File: config.mk
export PLATFORM = sky130hd
export DESIGN_NAME = irq_status_ctrl
export DESIGN_NICKNAME = d
export VERILOG_FILES = /design/src/rtl/irq_pkg.sv /design/src/rtl/irq_cfg_regs.sv /design/src/rtl/irq_src_cell.sv /design/src/rtl/irq_rd_mux.sv /design/src/rtl/irq_status_ctrl.sv
export SDC_FILE = /design/constraint.sdc
export NUM_CORES = 1
export LEC_CHECK = 0
export BUFFER_PORTS_ARGS = -buffer_cell sky130_fd_sc_hd__buf_2
export CORE_MARGIN = 5
export CORE_UTILIZATION = 43
export CTS_BUF_LIST = sky130_fd_sc_hd__clkbuf_8 sky130_fd_sc_hd__clkbuf_16
export DETAILED_ROUTE_END_ITERATION = 10
export PLACE_DENSITY = 0.74
export SETUP_SLACK_MARGIN = 0.05
export SYNTH_ARGS = -nofsm -noshare
export SYNTH_HDL_FRONTEND = slang
export SYNTH_SLANG_ARGS = --single-unit
File: constraint.sdc
create_clock -name clk -period 1.7 [get_ports clk]
set_clock_uncertainty 0.15 [all_clocks]
set_input_delay 0.255 -clock clk [delete_from_list [all_inputs] [get_ports clk]]
set_output_delay 0.255 -clock clk [all_outputs]
set_load 0.1 [all_outputs]
File: src/rtl/irq_pkg.sv
package irq_pkg;

  localparam int SRC_N = 3;

  typedef enum logic [1:0] {
    TRIG_RISE  = 2'b00,
    TRIG_FALL  = 2'b01,
    TRIG_LEVEL = 2'b10,
    TRIG_NONE  = 2'b11
  } trig_e;

  // source index -> register bit position (0: under, 1: over, 2: clock fault)
  function automatic int src_pos(input int idx);
    case (idx)
      0:       return 0;
      1:       return 1;
      default: return 3;
    endcase
  endfunction

  // register bit position -> source index (valid only where src_used)
  function automatic int src_idx(input int bitpos);
    case (bitpos)
      1:       return 1;
      3:       return 2;
      default: return 0;
    endcase
  endfunction

  function automatic bit src_used(input int bitpos);
    return (bitpos == 0) || (bitpos == 1) || (bitpos == 3);
  endfunction

  function automatic trig_e decode_trig(input logic hi, input logic lo);
    return trig_e'({hi, lo});
  endfunction

  function automatic logic next_status(input trig_e mode, input logic en,
                                       input logic rise, input logic fall,
                                       input logic live, input logic held,
                                       input logic clr);
    if (!en) return 1'b0;
    case (mode)
      TRIG_RISE:  return rise | (held & ~clr);
      TRIG_FALL:  return fall | (held & ~clr);
      TRIG_LEVEL: return live;
      default:    return 1'b0;
    endcase
  endfunction

endpackage

File: src/rtl/irq_cfg_regs.sv
module irq_cfg_regs
  import irq_pkg::*;
#(
  parameter int ADDR_W = 8,
  parameter int DATA_W = 8,
  parameter logic [ADDR_W-1:0] EN_ADDR = 8'h0E,
  parameter logic [ADDR_W-1:0] HI_ADDR = 8'h0F,
  parameter logic [ADDR_W-1:0] LO_ADDR = 8'h10
) (
  input  logic              clk,
  input  logic              rst_n,
  input  logic              wr_i,
  input  logic [ADDR_W-1:0] addr_i,
  input  logic [DATA_W-1:0] wdata_i,
  output logic [SRC_N-1:0]  en_o,
  output logic [SRC_N-1:0]  hi_o,
  output logic [SRC_N-1:0]  lo_o
);

  logic wr_en, wr_hi, wr_lo;
  logic [SRC_N-1:0] wsel;

  assign wr_en = wr_i && (addr_i == EN_ADDR);
  assign wr_hi = wr_i && (addr_i == HI_ADDR);
  assign wr_lo = wr_i && (addr_i == LO_ADDR);

  for (genvar g = 0; g < SRC_N; g++) begin : g_pick
    localparam int P = src_pos(g);
    assign wsel[g] = wdata_i[P];
  end

  always_ff @(posedge clk or negedge rst_n) begin
    if (!rst_n) begin
      en_o <= '0;
      hi_o <= '0;
      lo_o <= '0;
    end else begin
      if (wr_en) en_o <= wsel;
      if (wr_hi) hi_o <= wsel;
      if (wr_lo) lo_o <= wsel;
    end
  end

  // a write to the enable register lands at the following edge
  assert_en_write_R2: assert property (@(posedge clk) disable iff (!rst_n)
    wr_en |=> (en_o == $past(wsel)));

  // registers hold when no write targets them
  assert_hi_hold_R2: assert property (@(posedge clk) disable iff (!rst_n)
    !wr_hi |=> $stable(hi_o));

endmodule

File: src/rtl/irq_src_cell.sv
module irq_src_cell
  import irq_pkg::*;
(
  input  logic clk,
  input  logic rst_n,
  input  logic cond_i,
  input  logic en_i,
  input  logic hi_i,
  input  logic lo_i,
  input  logic clr_i,
  output logic status_o
);

  logic  cond_q;
  logic  rise_evt, fall_evt;
  logic  status_d;
  trig_e mode;

  assign mode     = decode_trig(hi_i, lo_i);
  assign rise_evt = cond_i & ~cond_q;
  assign fall_evt = ~cond_i & cond_q;
  assign status_d = next_status(mode, en_i, rise_evt, fall_evt, cond_i, status_o, clr_i);

  always_ff @(posedge clk or negedge rst_n) begin
    if (!rst_n) begin
      cond_q   <= 1'b0;
      status_o <= 1'b0;
    end else begin
      cond_q   <= cond_i;
      status_o <= status_d;
    end
  end

  assert_rise_sets_R4: assert property (@(posedge clk) disable iff (!rst_n)
    (en_i && mode == TRIG_RISE && cond_i && !cond_q) |=> status_o);

  assert_fall_sets_R5: assert property (@(posedge clk) disable iff (!rst_n)
    (en_i && mode == TRIG_FALL && !cond_i && cond_q) |=> status_o);

  assert_level_track_R6: assert property (@(posedge clk) disable iff (!rst_n)
    (en_i && mode == TRIG_LEVEL) |=> (status_o == $past(cond_i)));

  assert_reserved_quiet_R7: assert property (@(posedge clk) disable iff (!rst_n)
    (mode == TRIG_NONE) |=> !status_o);

  assert_disabled_clear_R8: assert property (@(posedge clk) disable iff (!rst_n)
    !en_i |=> !status_o);

  assert_read_clear_R9: assert property (@(posedge clk) disable iff (!rst_n)
    (en_i && clr_i && (mode == TRIG_RISE || mode == TRIG_FALL) && !rise_evt && !fall_evt)
      |=> !status_o);

endmodule

File: src/rtl/irq_rd_mux.sv
module irq_rd_mux
  import irq_pkg::*;
#(
  parameter int ADDR_W = 8,
  parameter int DATA_W = 8,
  parameter logic [ADDR_W-1:0] ST_ADDR = 8'h0D,
  parameter logic [ADDR_W-1:0] EN_ADDR = 8'h0E,
  parameter logic [ADDR_W-1:0] HI_ADDR = 8'h0F,
  parameter logic [ADDR_W-1:0] LO_ADDR = 8'h10
) (
  input  logic              rd_i,
  input  logic [ADDR_W-1:0] addr_i,
  input  logic [SRC_N-1:0]  st_i,
  input  logic [SRC_N-1:0]  en_i,
  input  logic [SRC_N-1:0]  hi_i,
  input  logic [SRC_N-1:0]  lo_i,
  output logic [DATA_W-1:0] rdata_o
);

  logic [DATA_W-1:0] st_x, en_x, hi_x, lo_x;

  for (genvar b = 0; b < DATA_W; b++) begin : g_spread
    localparam bit USED = src_used(b);
    localparam int I    = src_idx(b);
    if (USED) begin : g_live
      assign st_x[b] = st_i[I];
      assign en_x[b] = en_i[I];
      assign hi_x[b] = hi_i[I];
      assign lo_x[b] = lo_i[I];
    end else begin : g_zero
      assign st_x[b] = 1'b0;
      assign en_x[b] = 1'b0;
      assign hi_x[b] = 1'b0;
      assign lo_x[b] = 1'b0;
    end
  end

  always_comb begin
    rdata_o = '0;
    if (rd_i) begin
      if      (addr_i == ST_ADDR) rdata_o = st_x;
      else if (addr_i == EN_ADDR) rdata_o = en_x;
      else if (addr_i == HI_ADDR) rdata_o = hi_x;
      else if (addr_i == LO_ADDR) rdata_o = lo_x;
    end
  end

endmodule

File: src/rtl/irq_status_ctrl.sv
module irq_status_ctrl
  import irq_pkg::*;
#(
  parameter int ADDR_W = 8,
  parameter int DATA_W = 8,
  parameter logic [ADDR_W-1:0] ST_ADDR = 8'h0D,
  parameter logic [ADDR_W-1:0] EN_ADDR = 8'h0E,
  parameter logic [ADDR_W-1:0] HI_ADDR = 8'h0F,
  parameter logic [ADDR_W-1:0] LO_ADDR = 8'h10
) (
  input  logic              clk,
  input  logic              rst_n,
  input  logic [ADDR_W-1:0] reg_addr,
  input  logic              reg_wr,
  input  logic [DATA_W-1:0] reg_wdata,
  input  logic              reg_rd,
  output logic [DATA_W-1:0] reg_rdata,
  input  logic              cond_clk_fault,
  input  logic              cond_over_range,
  input  logic              cond_under_range,
  output logic              irq_o
);

  localparam logic [DATA_W-1:0] RSVD_BITS = ~DATA_W'(8'h0B);

  logic [SRC_N-1:0] cond_v, en_v, hi_v, lo_v, st_v;
  logic             st_clear;

  assign cond_v   = {cond_clk_fault, cond_over_range, cond_under_range};
  assign st_clear = reg_rd && (reg_addr == ST_ADDR);

  irq_cfg_regs #(
    .ADDR_W(ADDR_W), .DATA_W(DATA_W),
    .EN_ADDR(EN_ADDR), .HI_ADDR(HI_ADDR), .LO_ADDR(LO_ADDR)
  ) u_cfg (
    .clk(clk), .rst_n(rst_n), .wr_i(reg_wr), .addr_i(reg_addr),
    .wdata_i(reg_wdata), .en_o(en_v), .hi_o(hi_v), .lo_o(lo_v)
  );

  for (genvar g = 0; g < SRC_N; g++) begin : g_src
    irq_src_cell u_cell (
      .clk(clk), .rst_n(rst_n), .cond_i(cond_v[g]), .en_i(en_v[g]),
      .hi_i(hi_v[g]), .lo_i(lo_v[g]), .clr_i(st_clear), .status_o(st_v[g])
    );
  end

  irq_rd_mux #(
    .ADDR_W(ADDR_W), .DATA_W(DATA_W), .ST_ADDR(ST_ADDR),
    .EN_ADDR(EN_ADDR), .HI_ADDR(HI_ADDR), .LO_ADDR(LO_ADDR)
  ) u_rd (
    .rd_i(reg_rd), .addr_i(reg_addr), .st_i(st_v), .en_i(en_v),
    .hi_i(hi_v), .lo_i(lo_v), .rdata_o(reg_rdata)
  );

  assign irq_o = |(st_v & en_v);

  assert_irq_backed_R10: assert property (@(posedge clk) disable iff (!rst_n)
    irq_o |-> (st_v != '0));

  assert_rsvd_zero_R3: assert property (@(posedge clk) disable iff (!rst_n)
    (reg_rdata & RSVD_BITS) == '0);

  assert_rdata_idle_R11: assert property (@(posedge clk) disable iff (!rst_n)
    !reg_rd |-> (reg_rdata == '0));

endmodule

Yosys cells after proc, flatten, opt, wreduce, memory -nomap -nowiden

Cells that the tools add are included.

Bits in registers: 15
Input bits: 23
Word-level logic and storage cells: 61
Output and inout port bits: 9

Reduce and logical (&&, ||, !) cells: 8
Bitwise gates (word level): 23
Equal/unequal tests: 10
Multiplexer cells: 11

Operator list:

| cell               | number |
|---|---|
| $mux 8             | 4 |
| $eq 8x4->1 const B | 3 |
| $and 1x1->1        | 9 |
| $pmux 1 s3         | 3 |
| $eq 8x5->1 const B | 1 |
| $not 1->1          | 7 |
| $eq 2x1->1 const B | 3 |
| $eq 2x2->1 const B | 3 |
| $logic_not 2->1    | 3 |
| $or 1x1->1         | 6 |
| $logic_and 1x1->1  | 4 |
| $mux 4             | 1 |
| $and 3x3->3        | 1 |
| $mux 1             | 3 |
| $reduce_or 3->1    | 1 |

Longest topological paths before layout

Depth in word-level cells: 7
Gate-level depth with buffers: 5
Depth with buffers taken out: 4

By module

From an unflattened synthesis, not the netlist that was laid out.

Cells, all modules: 81
Area, all modules: 928.4 um^2

Modules (own cells, without submodules):

| module          | times used | seq. area each (um^2) | area each (um^2) | cells each |
|---|---|---|---|---|
| irq_cfg_regs    | 1          | 225.2                 | 396.6            | 25 |
| irq_src_cell    | 3          | 50.0                  | 92.6             | 8 |
| irq_rd_mux      | 1          | 0.0                   | 210.2            | 27 |
| irq_status_ctrl | 1          | 0.0                   | 43.8             | 5 |

Worst setup path before layout

No wires, ideal clock.

Kind: input -> output
Start point: input reg_addr[5]
End point: output reg_rdata[3]
Cell stages on the path: 4
Arrival: 2016 ps
Required time: 1295 ps
Buffers on the path: 0
Slack: -721 ps
Path through: or3_4 -> nor3_4 -> and3_1 -> a32o_1

Word-level cells in the longest chain between the ends: 6
Elaborated cells between the ends (all ways): 9
Those cells by class: eq/ne (4); mux (5)

Ends and longest elaborated chain:

| element            | RTL line              | RTL |
|---|---|---|
| start: declaration | irq_status_ctrl.sv:13 | `input logic [ADDR_W-1:0] reg_addr,` |
| $eq 8x5->1         | irq_rd_mux.sv:44      | `else if (addr_i == LO_ADDR) rdata_o = lo_x;` |
| $mux 4             | irq_rd_mux.sv:44      |  |
| $mux 8             | irq_rd_mux.sv:43      | `else if (addr_i == HI_ADDR) rdata_o = hi_x;` |
| $mux 8             | irq_rd_mux.sv:42      | `else if (addr_i == EN_ADDR) rdata_o = en_x;` |
| $mux 8 (*)         | irq_rd_mux.sv:41      | `if (addr_i == ST_ADDR) rdata_o = st_x;` |
| $mux 8 (*)         | irq_rd_mux.sv:40      | `if (rd_i) begin` |
| end: declaration   | irq_status_ctrl.sv:17 | `output logic [DATA_W-1:0] reg_rdata,` |

Mark *: on every way between the ends. The rest lies on a longest branch, timed or not.

Worst setup path in the final report

Start point: input reg_addr[6]
End point: output reg_rdata[0]

Same word-level chain as after synthesis.

==> flow_metrics.py <==
metrics = {
    "status": {
        "violations": "negative setup slack",
        "status": "complete, but fails checks",
    },
    "detailed_routing": {
        "drc": 0,
        "drtIter0Drc": 4,
        "finalWirelength_um": 2230,
        "vias": 761,
        "wl_per_cell_um": 15.6,
        "ant_nets": 0,
        "firstDrtPassIters": 4,
        "viasPerCell": 5.32,
    },
    "synth": {
        "yosys_warnings": 0,
        "ys_types": 31,
        "synth_edf_count": 0,
        "syn_area_um2": 862,
        "syn_inst": 77,
        "synth.ff_latch_count": 15,
        "synth_top_area_cell": "dfrtp_1",
        "ys.flop_type": "dfrtp_1",
        "avgSynthCellArea_um2": 11.2,
        "synth_top_area_share_pct": 43.5,
        "yosys.cell_count.top_type": "dfrtp_1",
        "yosys-top-cells-count": "15 x dfrtp_1, 6 x nand2_1, 5 x buf_4, 5 x o21ai_0, 4 x a32o_1",
        "ys_seq_area_share_pct": 43.5,
        "synthArstFlopShare_pct": 100,
        "synthTopCellsByArea": "dfrtp_1 44%, mux2_4 5.2%, a32o_1 4.6%, buf_4 4.4%, mux2_1 3.9%",
    },
    "placement": {
        "dp_hpwl_um": 1630,
        "portBuffers": 21,
        "dp_slack_ns": -0.412,
        "gp_congestion": 0.790,
        "placed_cells": 133,
    },
    "global_route": {
        "grt_overflow": 0,
        "grt_usage_pct": 16.0,
        "grt_pass1_wl_um": 3340,
        "grt_max_degree": 16,
        "antenna_found_initial": 0,
        "grt_pass1_vias": 774,
    },
    "critical_path": {
        "path_delay_family": "simple AND/OR/NAND/NOR gates",
        "cpMostUsedCell": "buf_6",
        "start_kind": "input pin",
        "crit_path_cell_trace": "buf_6 > or3_4 > nor3_4 > buf_6 > buf_6 > a22o_1 > o211a_4 > buf_12",
        "worstSetupEndpointType": "output port",
        "cp.arrival_ns": 1.62,
        "critPathMaxStageDelay_ns": 0.39,
        "worstPathMaxFanout": 7,
        "required_ns": 1.29,
        "critical_path_class": "in -> out",
        "crit_buf_inv": 4,
        "crit_path_top_delay_cell": "or3_4",
    },
    "layout": {
        "antenna_cells": 0,
        "drive_above_1_share_pct": 50.9,
        "instances_no_fill": 143,
        "area_growth_pct": 50.2,
        "nets": 140,
    },
    "pwr": {
        "p_leak_nw": 0.627,
        "ir_drop_v": 0.000706,
        "p_per_area_nw_per_um2": 644,
    },
    "sta": {
        "min_period_ns": 2.02,
        "setup_viol": 9,
        "rsz0062_at_grt": "true",
        "setup_tns_ns": -1.17,
        "fmax_ghz": 0.494,
        "min_period_over_period_pct": 119,
        "hold_viol_final": 0,
        "drv_slew": 0,
        "worst_slack_ns": -0.322,
    },
    "clock_network": {
        "cts_sinks": 15,
        "cts_buffer_depth": 2,
        "h-tree-depth": 1,
        "cts_root_buffer": "clkbuf_8",
        "cts_tree": "yes",
        "clkLatencyLatePin_ns": 0.24,
        "clk_pin_slew_ns": 0.06,
        "numCtsBuffers": 3,
    },
    "flow_run": {
        "cap_violations": 0,
    },
    "die": {
        "dieArea_um2": 3000,
        "fp-row-count": 16,
        "pin_count": 32,
        "chipHeight_um": 54.8,
        "die_width_um": 54.8,
        "core-area_um2": 1940,
        "initial_utilization_pct": 44.4,
    },
    "hold_path": {
        "holdCritPathClass": "in -> reg",
    },
}
[per-stage QoR]
| step | hold WS (ns) | utilization, % | power (mW) | cell area, um2 |
|---|---|---|---|---|
| 4_1_cts | 0.115 | 64.2 | 0.831 | 1250 |
| 5_1_grt | 0.116 | 66.7 | 0.866 | 1290 |
| 3_3_place_gp | 0.0283 | 59.3 | 0.530 | 1150 |
| 3_5_place_dp | 0.0236 | 59.3 | 0.534 | 1150 |
| 2_1_floorplan | -0.191 | - | 0.485 | 920 |
| 6_report | 0.113 | 66.7 | 0.835 | 1290 |
[where the power goes]
part	leakage, nW	internal (mW)	total, mW	switching (mW)
combinational	0.401	0.0605	0.159	0.0989
clock	0.0255	0.162	0.292	0.129
sequential	0.201	0.372	0.384	0.0117
[cells in the final DEF (no fill, tap or decap), drive strengths merged, types with 2 or more instances in the layout]
cell type    instances
conb                 5
dlygate4sd3          4
and3b                2
nor2b                3
o21ai                5
nor3b                2
nor3                 2
dfrtp               15
a32o                 4
o31ai                3
clkbuf               3
mux2                 9
buf                 33
nand2                6
nor2                 2
nand2b               3
inv                  2
[layer usage]
layer	vias to the layer above	track usage (%)	share of wire (%)	wire, um
met5	-	0	0	0
met4	0	6.22	1.6	36
met3	6	3.54	5.6	125
met2	24	27.6	52	1170
met1	374	19.0	41	904
li1	357	-	-	-
[what timing repair did]
| item | in CTS | in global routing |
|---|---|---|
| endpoints found under the setup margin | 9 | 9 |
| gates resized for setup | 4 | 8 |
| endpoints found under the hold margin | 18 | 0 |
| setup buffers | 0 | 2 |
| hold buffers | 4 | 0 |
| pin swaps | 1 | 5 |
[state kept, by name (all words and copies together), names as in the netlist]
signal / cells
u_cfg.en_o: 3
g_src.u_cell.cond_q: 3
g_src.u_cell.status_o: 3
u_cfg.hi_o: 3
u_cfg.lo_o: 3
[cell families (layout without fill, tap and decap cells)]
| group | Yosys count | in the layout | synth area share, % |
|---|---|---|---|
| compound gates | 17 | 17 | 14.5 |
| buf+inv | 8 | 43 | 5.81 |
| flops | 15 | 15 | 43.5 |
| mux | 9 | 9 | 13.1 |
| other cells | 1 | 5 | 0.435 |
| simple gates | 27 | 27 | 22.6 |
[cell type report]
cell class                      instances  area [um2]
Tap cell                               27        33.8
Clock inverter                          1        5.00
Timing Repair Buffer                   37         315
Clock buffer                            3        41.3
Inverter                                2        7.51
Fill cell                             156         647
Multi-Input combinational cell         58         517
Sequential cell                        15         375
[worst paths after layout]
check	from	to	slack [ns]	cells after the start
hold reg to reg	u_cfg.hi_o[0]	g_src[0].u_cell.status_o	0.34	1
max in group asynchronous	rst_n	g_src[2].u_cell.cond_q	0.86	2
min in group asynchronous	rst_n	u_cfg.hi_o[2]	0.29	2
hold / removal	reg_wdata[3]	u_cfg.en_o[2]	0.11	2
setup reg to reg	u_cfg.hi_o[2]	g_src[2].u_cell.status_o	0.42	5
setup / recovery	reg_addr[6]	reg_rdata[0]	-0.32	8
Power figures use the tool's default switching activity.
